===== src/rtl/dram_ptest_pkg.sv =====
package dram_ptest_pkg;

   typedef enum logic [2:0] {
      CYC_IDLE    = 3'd0,
      CYC_ROW     = 3'd1,
      CYC_READ    = 3'd2,
      CYC_WRITE   = 3'd3,
      CYC_RASONLY = 3'd4,
      CYC_CBR     = 3'd5,
      CYC_TENTRY  = 3'd6,
      CYC_ILLEGAL = 3'd7
   } cyc_e;

   typedef enum logic [1:0] {
      ST_IDLE,
      ST_ROW,
      ST_CBR,
      ST_VOID
   } ras_st_e;

endpackage


===== src/rtl/dram_strobe_decode.sv =====
module dram_strobe_decode
   import dram_ptest_pkg::*;
#(
   parameter int ROW_W = 2
) (
   input  logic             clk,
   input  logic             rst_n,
   input  logic             ras_n,
   input  logic             cas_n,
   input  logic             we_n,
   input  logic [ROW_W-1:0] row_addr,
   output logic [ROW_W-1:0] row_q,
   output logic             acc_stb,
   output logic             acc_we,
   output logic             cas_fall,
   output logic             test_mode,
   output cyc_e             cyc_type,
   output logic             cyc_err
);

   logic    ras_q, cas_q, we_q;
   logic    cas_early, col_seen;
   ras_st_e st;
   logic    ras_fall, ras_rise, cas_rise;

   assign ras_fall = ras_q & ~ras_n;
   assign ras_rise = ~ras_q & ras_n;
   assign cas_fall = cas_q & ~cas_n;
   assign cas_rise = ~cas_q & cas_n;
   assign acc_stb  = (st == ST_ROW) & ~ras_n & cas_fall;
   assign acc_we   = ~we_n;

   always_ff @(posedge clk) begin
      if (!rst_n) begin
         ras_q     <= 1'b1;
         cas_q     <= 1'b1;
         we_q      <= 1'b1;
         cas_early <= 1'b0;
         col_seen  <= 1'b0;
         st        <= ST_IDLE;
         row_q     <= '0;
         test_mode <= 1'b0;
         cyc_type  <= CYC_IDLE;
         cyc_err   <= 1'b0;
      end else begin
         ras_q <= ras_n;
         cas_q <= cas_n;
         we_q  <= we_n;
         if (cas_fall && ras_n)
            cas_early <= 1'b1;
         if (ras_fall) begin
            cas_early <= 1'b0;
            if (cas_fall) begin
               st       <= ST_VOID;
               cyc_type <= CYC_ILLEGAL;
               cyc_err  <= 1'b1;
            end else if (!cas_n) begin
               st      <= ST_CBR;
               cyc_err <= 1'b0;
               if (!we_n && !we_q) begin
                  test_mode <= 1'b1;
                  cyc_type  <= CYC_TENTRY;
               end else begin
                  test_mode <= 1'b0;
                  cyc_type  <= CYC_CBR;
               end
            end else begin
               st       <= ST_ROW;
               row_q    <= row_addr;
               col_seen <= 1'b0;
               cyc_type <= CYC_ROW;
               cyc_err  <= 1'b0;
            end
         end else if (ras_rise) begin
            if (st == ST_ROW && !col_seen) begin
               test_mode <= 1'b0;
               cyc_type  <= CYC_RASONLY;
            end
            st <= ST_IDLE;
         end else if (acc_stb) begin
            col_seen <= 1'b1;
            cyc_type <= we_n ? CYC_READ : CYC_WRITE;
         end
         if (cas_rise && ras_n && cas_early) begin
            cas_early <= 1'b0;
            cyc_err   <= 1'b1;
            cyc_type  <= CYC_ILLEGAL;
         end
      end
   end

endmodule


===== config.mk =====
export PLATFORM = sky130hd
export DESIGN_NAME = dram_strobe_decode
export DESIGN_NICKNAME = d
export VERILOG_FILES = /design/src/rtl/dram_ptest_pkg.sv /design/src/rtl/dram_strobe_decode.sv
export SDC_FILE = /design/constraint.sdc
export NUM_CORES = 1
export LEC_CHECK = 0
export BUFFER_PORTS_ARGS = -buffer_cell sky130_fd_sc_hd__buf_4
export CAP_MARGIN = 25
export CORE_AREA = 3 3 40 42
export CTS_BUF_LIST = sky130_fd_sc_hd__clkbuf_4
export DETAILED_ROUTE_END_ITERATION = 12
export DIE_AREA = 0 0 43 45
export MAX_ROUTING_LAYER = met4
export PLACE_DENSITY = 0.79
export SETUP_SLACK_MARGIN = 0.15
export SLEW_MARGIN = 20
export SYNTH_ARGS = -nofsm -noshare
export SYNTH_HDL_FRONTEND = slang
export SYNTH_SLANG_ARGS = --single-unit

===== constraint.sdc =====
create_clock -name clk -period 3.5 [get_ports clk]
set_clock_uncertainty 0.05 [all_clocks]
set_input_delay 0.7 -clock clk [delete_from_list [all_inputs] [get_ports clk]]
set_output_delay 0.7 -clock clk [all_outputs]
set_load 0.01 [all_outputs]

==> results of run 1 <==
## layer usage
metal | up-vias | share of wire
li1 | 324 | -
met1 | 296 | 0.45
met2 | 20 | 0.46
met3 | 5 | 0.055
met4 | 0 | 0.029
met5 | - | 0
## power groups by stage
stage / Sequential [uW] / Clock (uW) / Combinational [uW]
after floorplan: 180 / 0 / 37.9
final: 175 / 94.6 / 64.0
after global placement: 178 / 0 / 62.7
after global routing: 177 / 103 / 71.2
after CTS: 175 / 98.6 / 63.9
after detailed placement: 179 / 0 / 63.9
## area by class of cell
class	instances	area, um^2	share of cell area
Inverter	6	22.5	0.0267
Clock buffer	3	22.5	0.0267
Sequential cell	14	280	0.333
Clock inverter	1	3.75	0.00446
Timing Repair Buffer	16	120	0.143
Tap cell	15	18.8	0.0223
Multi-Input combinational cell	59	374	0.444
## worst reg2reg max path: stages (launching register included)
cell	delay, ns
dfxtp_1	0.34
ha_1	0.46
nor2_1	0.20
a22o_1	0.28
a2111oi_2	0.31
a311oi_1	0.07
## logic make-up (layout without fill, tap and decap cells)
logic type | count (synthesis) | after routing
DFF | 14 | 14
buffers and inverters | 10 | 26
muxes | 1 | 1
AOI/OAI and AO/OA | 21 | 21
adders and majority gates | 3 | 3
and+or+nand+nor | 34 | 34
## metrics by stage
stage               std cells  instance area [um^2]  utilization  hold slack, ns
floorplan                  83                   699            -           0.404
global placement          110                   816        0.635           0.396
detailed placement        110                   816        0.635           0.402
CTS                       114                   842        0.655           0.414
global route              114                   842        0.655           0.430
finish                    114                   842        0.655           0.415
## worst min-delay path by stage
stage	from	end	slack (ns)	depth (start not counted)
floorplan	st[1]$_SDFFE_PN0P_	st[1]$_SDFFE_PN0P_	0.40	2
global placement	row_q[1]$_SDFFE_PN0P_	row_q[1]$_SDFFE_PN0P_	0.40	2
detailed placement	row_q[1]$_SDFFE_PN0P_	row_q[1]$_SDFFE_PN0P_	0.40	2
CTS	row_q[1]$_SDFFE_PN0P_	row_q[1]$_SDFFE_PN0P_	0.41	2
global route	row_q[1]$_SDFFE_PN0P_	row_q[1]$_SDFFE_PN0P_	0.43	2
finish	row_q[1]$_SDFFE_PN0P_	row_q[1]$_SDFFE_PN0P_	0.42	2
## sequential cells by signal, indices dropped and copies added (netlist names)
| register | flops |
|---|---|
| st | 2 |
| test_mode | 1 |
| row_q | 2 |
| we_q | 1 |
| cyc_err | 1 |
| cas_q | 1 |
| ras_q | 1 |
| cyc_type | 3 |
| col_seen | 1 |
| cas_early | 1 |
## synthesized netlist by cell type (all sizes together), types with 2 or more instances
library cell	count
dfxtp	14
nor2	9
nand2	7
inv	6
a21oi	4
clkbuf	3
ha	3
nand2b	3
nand3	3
o21a	3
o21ai	3
a31oi	2
nor3	2
or3	2
==> results.txt, run 1 <==
Setup CP Type: in -> out
vias per cell: 5.66
buffers and inverters on the worst path: 3
Final period util: 0.693
leading area contributor after synthesis: dfxtp_1
Antenna Violating Nets Remaining: 0
M2 GR Usage: 0.284
clock network fraction of design power: 0.284
R2R Setup Slk: 1.67 ns
CP startpoint: cas_n
outcome: completed
vias in the first global route: 583
GRT Util Overall: 0.172
ANT cells: 0
data required time of the critical path: 2.75 ns
DR vias: 645
most frequent cells in the layout: 16 x buf_4, 14 x dfxtp_1, 9 x nor2_1
Final Max Tran Viols: 0
fmax: 412 MHz
met1 usage: 0.188
CTS clk-pin slew, worst paths: 0.08 ns
num ports: 17
WL per Instance: 12.9 um
Crit path depth: 5
GR Util met3: 0.0279
worst r2r src: ras_q$_SDFF_PN1_
top fanout value on the critical path: 10
share of layout cells above drive strength 1: 0.222
slew margin rel.: 0.678
Synth Area in Compound Gates: 0.216
clk_lat worst skew: 0.28 ns
Synth area leaders: dfxtp_1 40%, ha_1 5.4%, nor2_1 4.8%, nand2_1 3.8%, inv_1 3.2%
commonest non-fill, non-tap cell in the layout: buf_4
CTS Buf Count: 3
Port-buffer cells: 16
routability congestion estimate: 0.804
Min Clock Period, post-route: 2.42 ns
drt drc: 0
Hold Crit Class: reg -> reg
DP HPWL: 1080 um
Internal: 241 uW
Leak Pwr: 0.000395 uW
R2R depth: 5
Die Area: 1940 um^2
CTS tree: done
Setup WS pre-CTS: 1.07 ns
Net Switching: 92.3 uW
H-tree depth: 1
syn_nets: 93
Most common cell on crit path: buf_4
max_cap viols: 0
CTS Buffer Depth: 2
power per cell area: 396 nW/um^2
crit-path max cell delay: 0.46 ns
setup tns final: 0 ns
Mapped Avg Cell Area: 8.43 um^2
Post-Synth Simple-Gate Area: 0.250
Yosys reg bits: 14
Post-synth EDFFs: 0
largest net degree at the start of global routing: 16
sequential cell area fraction in the yosys report: 0.401
RSZ-0062 raised after global routing: no
gr ovfl total: 0
Worst EP arrival: 1.67 ns
CTS Sinks: 14
num rows: 13
synth warn: 0
Area Overhead vs Synth: 20.4%
crit-path cells: buf_4 -> nand2b_1 -> or3_1 -> inv_1 -> buf_4
worst slew pin tran: 0.483 ns
Final Net Count: 110
Core Area: 1280 um^2
switch share: 0.277
PnR worst setup slack: 1.08 ns
Syn Std Cell Area: 699 um^2
Syn Inst Count: 83
Fill cells: 116
Post-CTS Hold Buffers: 0
Synth Area in XOR/XNOR: 0
Final Hold Fails: 0
post-layout power: 334 uW
GR peak layer: met2
end of the critical path: acc_stb
Async S/R FF share, synth: 0
Detailed Route Iter0 Violations: 10
sequential share of power: 0.524
Yosys cell types: 33
peak supply drop: 0.000226 V
post-CTS setup repair buffer count: 0
chip height: 45 um
CTS Root Buffer Type: clkbuf_4
multiplexer share of the synthesized area: 0.0143
Adder-Cell Fraction of Synth Area: 0.0537
DRT Wirelength: 1470 um
final setup vio count: 0
initial antenna violation count: 0
Worst Setup End Kind: output pin
die width: 43 um
post-CTS sizing: 0
CP delay by family, top: simple AND/OR/NAND/NOR gates
Primary FF master, synth: dfxtp_1
combinational fraction of design power: 0.192
Pre-antenna DRT Iters: 4
post-synth top area share: 0.401
Worst path slowest cell: or3_1
CP Launch Type: input pin
worst reg2reg path endpoint: cyc_type[0]$_SDFFE_PN0P_
largest family of logic cells by synthesized area: simple AND/OR/NAND/NOR gates
first-pass GRT wire length: 2410 um
Initial Utilization: 0.544
Power figures use the tool's default switching activity.
==> run 2, diff against run 1 <==
--- a/config.mk
+++ b/config.mk
@@ -5,14 +5,15 @@
 export SDC_FILE = /design/constraint.sdc
 export NUM_CORES = 1
 export LEC_CHECK = 0
+export ABC_AREA = 1
 export BUFFER_PORTS_ARGS = -buffer_cell sky130_fd_sc_hd__buf_4
 export CAP_MARGIN = 25
-export CORE_AREA = 3 3 40 42
+export CORE_MARGIN = 3
+export CORE_UTILIZATION = 49
 export CTS_BUF_LIST = sky130_fd_sc_hd__clkbuf_4
 export DETAILED_ROUTE_END_ITERATION = 12
-export DIE_AREA = 0 0 43 45
 export MAX_ROUTING_LAYER = met4
-export PLACE_DENSITY = 0.79
+export PLACE_DENSITY = 0.76
 export SETUP_SLACK_MARGIN = 0.15
 export SLEW_MARGIN = 20
 export SYNTH_ARGS = -nofsm -noshare
==> constraint.sdc (replaced) <==
create_clock -name clk -period 2.2 [get_ports clk]
set_clock_uncertainty 0.05 [all_clocks]
set_input_delay 0.44 -clock clk [delete_from_list [all_inputs] [get_ports clk]]
set_output_delay 0.44 -clock clk [all_outputs]
set_load 0.01 [all_outputs]
==> results.txt, run 2 <==
ANT cells: 0
post-layout power: 556 uW
initial antenna violation count: 0
setup tns final: 0 ns
power per cell area: 610 nW/um^2
final setup vio count: 0
Synth area leaders: dfxtp_1 37%, nand2_1 13%, nor2_1 7.4%, inv_1 6.9%, ha_1 4.9%
CP startpoint: cas_q$_SDFF_PN1_
GRT Util Overall: 0.178
gr ovfl total: 0
num ports: 17
CTS clk-pin slew, worst paths: 0.09 ns
Worst EP arrival: 1.16 ns
switch share: 0.301
Most flops, register: cyc_type
Net Switching: 167 uW
vias in the first global route: 640
fmax: 605 MHz
Final Max Tran Viols: 0
Die Area: 2060 um^2
Initial Utilization: 0.550
Fill cells: 119
Primary FF master, synth: dfxtp_1
syn_nets: 117
Syn Std Cell Area: 761 um^2
leading area contributor after synthesis: dfxtp_1
top fanout value on the critical path: 4
worst r2r src: ras_q$_SDFF_PN1_
data required time of the critical path: 1.71 ns
Leak Pwr: 0.000469 uW
list of most frequent post-synthesis cells: 26 x nand2_1, 15 x nor2_1, 14 x dfxtp_1, 14 x inv_1, 6 x nand3_1
Post-CTS Hold Buffers: 0
Pre-antenna DRT Iters: 4
vias per cell: 5.10
Async S/R FF share, synth: 0
drt drc: 0
post-CTS setup repair buffer count: 0
synth warn: 0
DRT Wirelength: 1490 um
Final Hold Fails: 0
combinational fraction of design power: 0.225
Mapped Avg Cell Area: 7.11 um^2
num rows: 13
Yosys cell types: 19
Hold Crit Class: in -> reg
Core Area: 1380 um^2
CTS tree: done
post-CTS sizing: 0
sequential share of power: 0.502
clock network fraction of design power: 0.273
clk_lat worst skew: 0.28 ns
post-layout util: 0.659
Internal: 388 uW
CTS Sinks: 14
Min Clock Period, post-route: 1.65 ns
RSZ-0062 raised after global routing: no
CTS Root Buffer Type: clkbuf_4
post-synth top area share: 0.368
CTS Buffer Depth: 2
peak supply drop: 0.000431 V
most frequent cell after synthesis: nand2_1
Final period util: 0.751
DP HPWL: 1160 um
chip height: 45.4 um
worst slew pin tran: 0.298 ns
hold_sp: we_n
CP Launch Type: register
Antenna Violating Nets Remaining: 0
H-tree depth: 1
Detailed Route Iter0 Violations: 19
share of layout cells above drive strength 1: 0.272
CTS Buf Count: 3
first-pass GRT wire length: 2590 um
die width: 45.4 um
Final Net Count: 136
sequential cell area fraction in the yosys report: 0.368
Worst Setup End Kind: output pin
routability congestion estimate: 0.922
Syn Inst Count: 107
Setup WS pre-CTS: 0.509 ns
slew margin rel.: 0.801
DR vias: 714
Top Registers: cyc_type (3), row_q (2), st (2)
Post-synth EDFFs: 0
max_cap viols: 0
Yosys reg bits: 14
Setup CP Type: reg -> out
commonest non-fill, non-tap cell in the layout: nand2_1
largest net degree at the start of global routing: 14
max FFs per register: 3
outcome: completed
Area Overhead vs Synth: 19.7%
WL per Instance: 10.6 um
Port-buffer cells: 16
PnR worst setup slack: 0.547 ns
most frequent cells in the layout: 26 x nand2_1, 16 x buf_4, 15 x nor2_1
## run 2: cell types whose count changed after synthesis, moves of 3 or more
cell / before / now
nand2_2: 0 / 5
nand3_1: 3 / 6
nand2b_1: 3 / 0
clkbuf_1: 3 / 0
nand2_1: 7 / 26
o21a_1: 3 / 0
inv_2: 0 / 3
nor2_1: 9 / 15
inv_1: 6 / 14
nor2_4: 0 / 3
## run 2: critical path, stage by stage (launching register included)
cell and delay [ns]:
dfxtp_1 0.36, inv_2 0.06, nor2_4 0.16, nand3_4 0.11
inv_1 0.09, buf_4 0.12
## run 2: logic make-up (layout without fill, tap and decap cells)
family	count (synthesis)	count (layout)	synth area share
buffers and inverters	19	37	0.104
DFF	14	14	0.368
AOI/OAI and AO/OA	11	11	0.0905
and+or+nand+nor	60	60	0.388
adders and majority gates	3	3	0.0493
## run 2: worst paths after layout
check	endpoint	slack, ns	cells after the start
setup / recovery	acc_stb	0.55	5
hold / removal	we_q$_SDFF_PN1_	0.33	3
setup reg to reg	test_mode$_SDFFE_PN0P_	0.89	7
hold reg to reg	col_seen$_SDFFE_PN0P_	0.42	2
## run 2: area by class of cell
| type | instances | area [um^2] | area share |
|---|---|---|---|
| clock buffer | 3 | 22.5 | 0.0247 |
| clock inverter | 1 | 3.75 | 0.00412 |
| inverter | 17 | 63.8 | 0.0701 |
| multi-input combinational | 74 | 402 | 0.441 |
| sequential | 14 | 280 | 0.308 |
| tap | 15 | 18.8 | 0.0206 |
| timing repair buffer | 16 | 120 | 0.132 |
## run 2: layer usage
metal	wire length [um]	vias up	global-route usage
li1	-	368	-
met3	100	4	0.0395
met5	0	-	-
met2	665	29	0.251
met4	23	0	0.123
met1	697	313	0.223
## run 2: power by group through the flow
stage / Clock (uW) / Combinational [uW] / Sequential (uW)
after floorplan: 0 / 80.4 / 288
after global placement: 0 / 124 / 285
after detailed placement: 0 / 124 / 285
after CTS: 158 / 125 / 279
after global routing: 168 / 141 / 281
final: 152 / 125 / 279
## run 2: per-stage QoR
step                      hold WS [ns]  area [um^2]  cells
final                            0.329          911    140
after detailed placement         0.406          885    136
after global routing             0.327          911    140
after global placement           0.401          885    136
after floorplan                  0.388          761    107
after CTS                        0.324          911    140
==> run 3, diff against run 2 <==
--- a/config.mk
+++ b/config.mk
@@ -9,11 +9,11 @@
 export BUFFER_PORTS_ARGS = -buffer_cell sky130_fd_sc_hd__buf_4
 export CAP_MARGIN = 25
 export CORE_MARGIN = 3
-export CORE_UTILIZATION = 49
+export CORE_UTILIZATION = 54
 export CTS_BUF_LIST = sky130_fd_sc_hd__clkbuf_4
 export DETAILED_ROUTE_END_ITERATION = 12
 export MAX_ROUTING_LAYER = met4
-export PLACE_DENSITY = 0.76
+export PLACE_DENSITY = 0.8
 export SETUP_SLACK_MARGIN = 0.15
 export SLEW_MARGIN = 20
 export SYNTH_ARGS = -nofsm -noshare
==> constraint.sdc (replaced) <==
create_clock -name clk -period 1.65 [get_ports clk]
set_clock_uncertainty 0.05 [all_clocks]
set_input_delay 0.33 -clock clk [delete_from_list [all_inputs] [get_ports clk]]
set_output_delay 0.33 -clock clk [all_outputs]
set_load 0.01 [all_outputs]
==> results.txt, run 3 (synthesis results as in run 2) <==
outcome: completed
fmax: 700 MHz
vias in the first global route: 644
initial antenna violation count: 0
R2R Setup Slk: 0.32 ns
Post-Layout Inst Area: 938 um^2
Worst path slowest cell: dfxtp_2
chip height: 43.5 um
R2R depth: 6
Detailed Route Iter0 Violations: 27
Leak Pwr: 0.000483 uW
Port-buffer cells: 16
worst reg2reg path endpoint: test_mode$_SDFFE_PN0P_
ANT cells: 0
switch share: 0.291
CP Launch Type: register
Core Area: 1220 um^2
num rows: 12
peak supply drop: 0.000616 V
Worst EP arrival: 1.05 ns
worst r2r src: ras_q$_SDFF_PN1_
end of the critical path: acc_stb
worst slew pin tran: 0.301 ns
sequential share of power: 0.506
Antenna Violating Nets Remaining: 0
buffers and inverters on the worst path: 3
Initial Utilization: 0.626
DRT Wirelength: 1670 um
Worst Setup End Kind: output pin
CP startpoint: cas_q$_SDFF_PN1_
Pre-antenna DRT Iters: 5
first-pass GRT wire length: 2750 um
top fanout value on the critical path: 3
Final period util: 0.865
final setup vio count: 0
Min Clock Period, post-route: 1.43 ns
combinational fraction of design power: 0.243
post-layout util: 0.772
die width: 43.5 um
Top Registers: cyc_type (3), row_q (2), st (2)
CTS Buf Count: 3
CTS clk-pin slew, worst paths: 0.07 ns
Post-CTS Hold Buffers: 0
Final Hold Fails: 0
crit-path max cell delay: 0.34 ns
CTS Buffer Depth: 2
GRT Util Overall: 0.198
Internal: 523 uW
slew margin rel.: 0.799
Post-DP Area: 891 um^2
CTS tree: done
Net Switching: 215 uW
Area Overhead vs Synth: 23.4%
CP delay by family, top: flip-flops
data required time of the critical path: 1.27 ns
DR vias: 746
setup tns final: 0 ns
WL per Instance: 11.7 um
Most common cell on crit path: inv_2
clk_lat worst skew: 0.28 ns
RSZ-0062 raised after global routing: no
post-layout power: 738 uW
drt drc: 0
Final Max Tran Viols: 0
CTS Root Buffer Type: clkbuf_4
most frequent cells in the layout: 26 x nand2_1, 20 x buf_4, 15 x nor2_1
vias per cell: 5.25
clock network fraction of design power: 0.251
share of layout cells above drive strength 1: 0.328
commonest non-fill, non-tap cell in the layout: nand2_1
gr ovfl total: 0
Most flops, register: cyc_type
Setup CP Type: reg -> out
routability congestion estimate: 0.874
DP HPWL: 1240 um
Crit path depth: 5
CTS Sinks: 14
max FFs per register: 3
max_cap viols: 0
num ports: 17
Hold Crit Class: in -> reg
Die Area: 1900 um^2
largest net degree at the start of global routing: 14
power per cell area: 786 nW/um^2
Final Net Count: 140
H-tree depth: 1
crit-path cells: inv_2 -> nor2_4 -> nand3_4 -> inv_2 -> buf_4
run 3: worst min path at each step:
stage / startpoint / cells past startpoint / slack [ns] / endpoint
6_report: we_n / 3 / 0.22 / we_q$_SDFF_PN1_
5_1_grt: we_n / 3 / 0.25 / we_q$_SDFF_PN1_
4_1_cts: we_n / 3 / 0.22 / we_q$_SDFF_PN1_
3_5_place_dp: test_mode$_SDFFE_PN0P_ / 2 / 0.41 / test_mode$_SDFFE_PN0P_
3_3_place_gp: test_mode$_SDFFE_PN0P_ / 2 / 0.40 / test_mode$_SDFFE_PN0P_
2_1_floorplan: col_seen$_SDFFE_PN0P_ / 2 / 0.39 / col_seen$_SDFFE_PN0P_
run 3: cell type report:
type	count	area (um^2)
tap	14	17.5
inverter	17	63.8
multi-input combinational	74	402
sequential	14	283
timing repair buffer	20	150
clock buffer	3	22.5
fill	96	278
run 3: power by group through the flow:
stage                     combinational [uW]  clock, uW  sequential [uW]
after floorplan                          107          0              384
after global placement                   167          0              379
after detailed placement                 170          0              380
after CTS                                177        187              372
after global routing                     199        200              376
final                                    179        185              373
run 3: stage by stage:
step / worst slack, ns / cells / hold WS (ns)
2_1_floorplan: 0.293 / 107 / 0.388
3_3_place_gp: 0.175 / 136 / 0.402
3_5_place_dp: 0.146 / 136 / 0.406
4_1_cts: 0.166 / 141 / 0.223
5_1_grt: 0.169 / 142 / 0.251
6_report: 0.222 / 142 / 0.218
run 3: worst reg2reg max path, cell delays in order (launching register included):
cell and delay, ns:
dfxtp_1 0.32, ha_1 0.29, nand2_1 0.19, nand2_2 0.09
nor2_4 0.11, nand3_1 0.09, a21oi_1 0.15
run 3: what timing repair did:
item,4_1_cts,5_1_grt
gates resized for setup,1,3
buffers inserted,2,1
pin swaps,1,3
setup endpoints to repair,1,1
run 3: layer usage:
layer  track usage  up-vias  wire length (um)
li1              -      376                 -
met5             -        -                 0
met3        0.0747        6               107
met4        0.0361        0                38
met2         0.319       29               761
met1         0.237      335               756
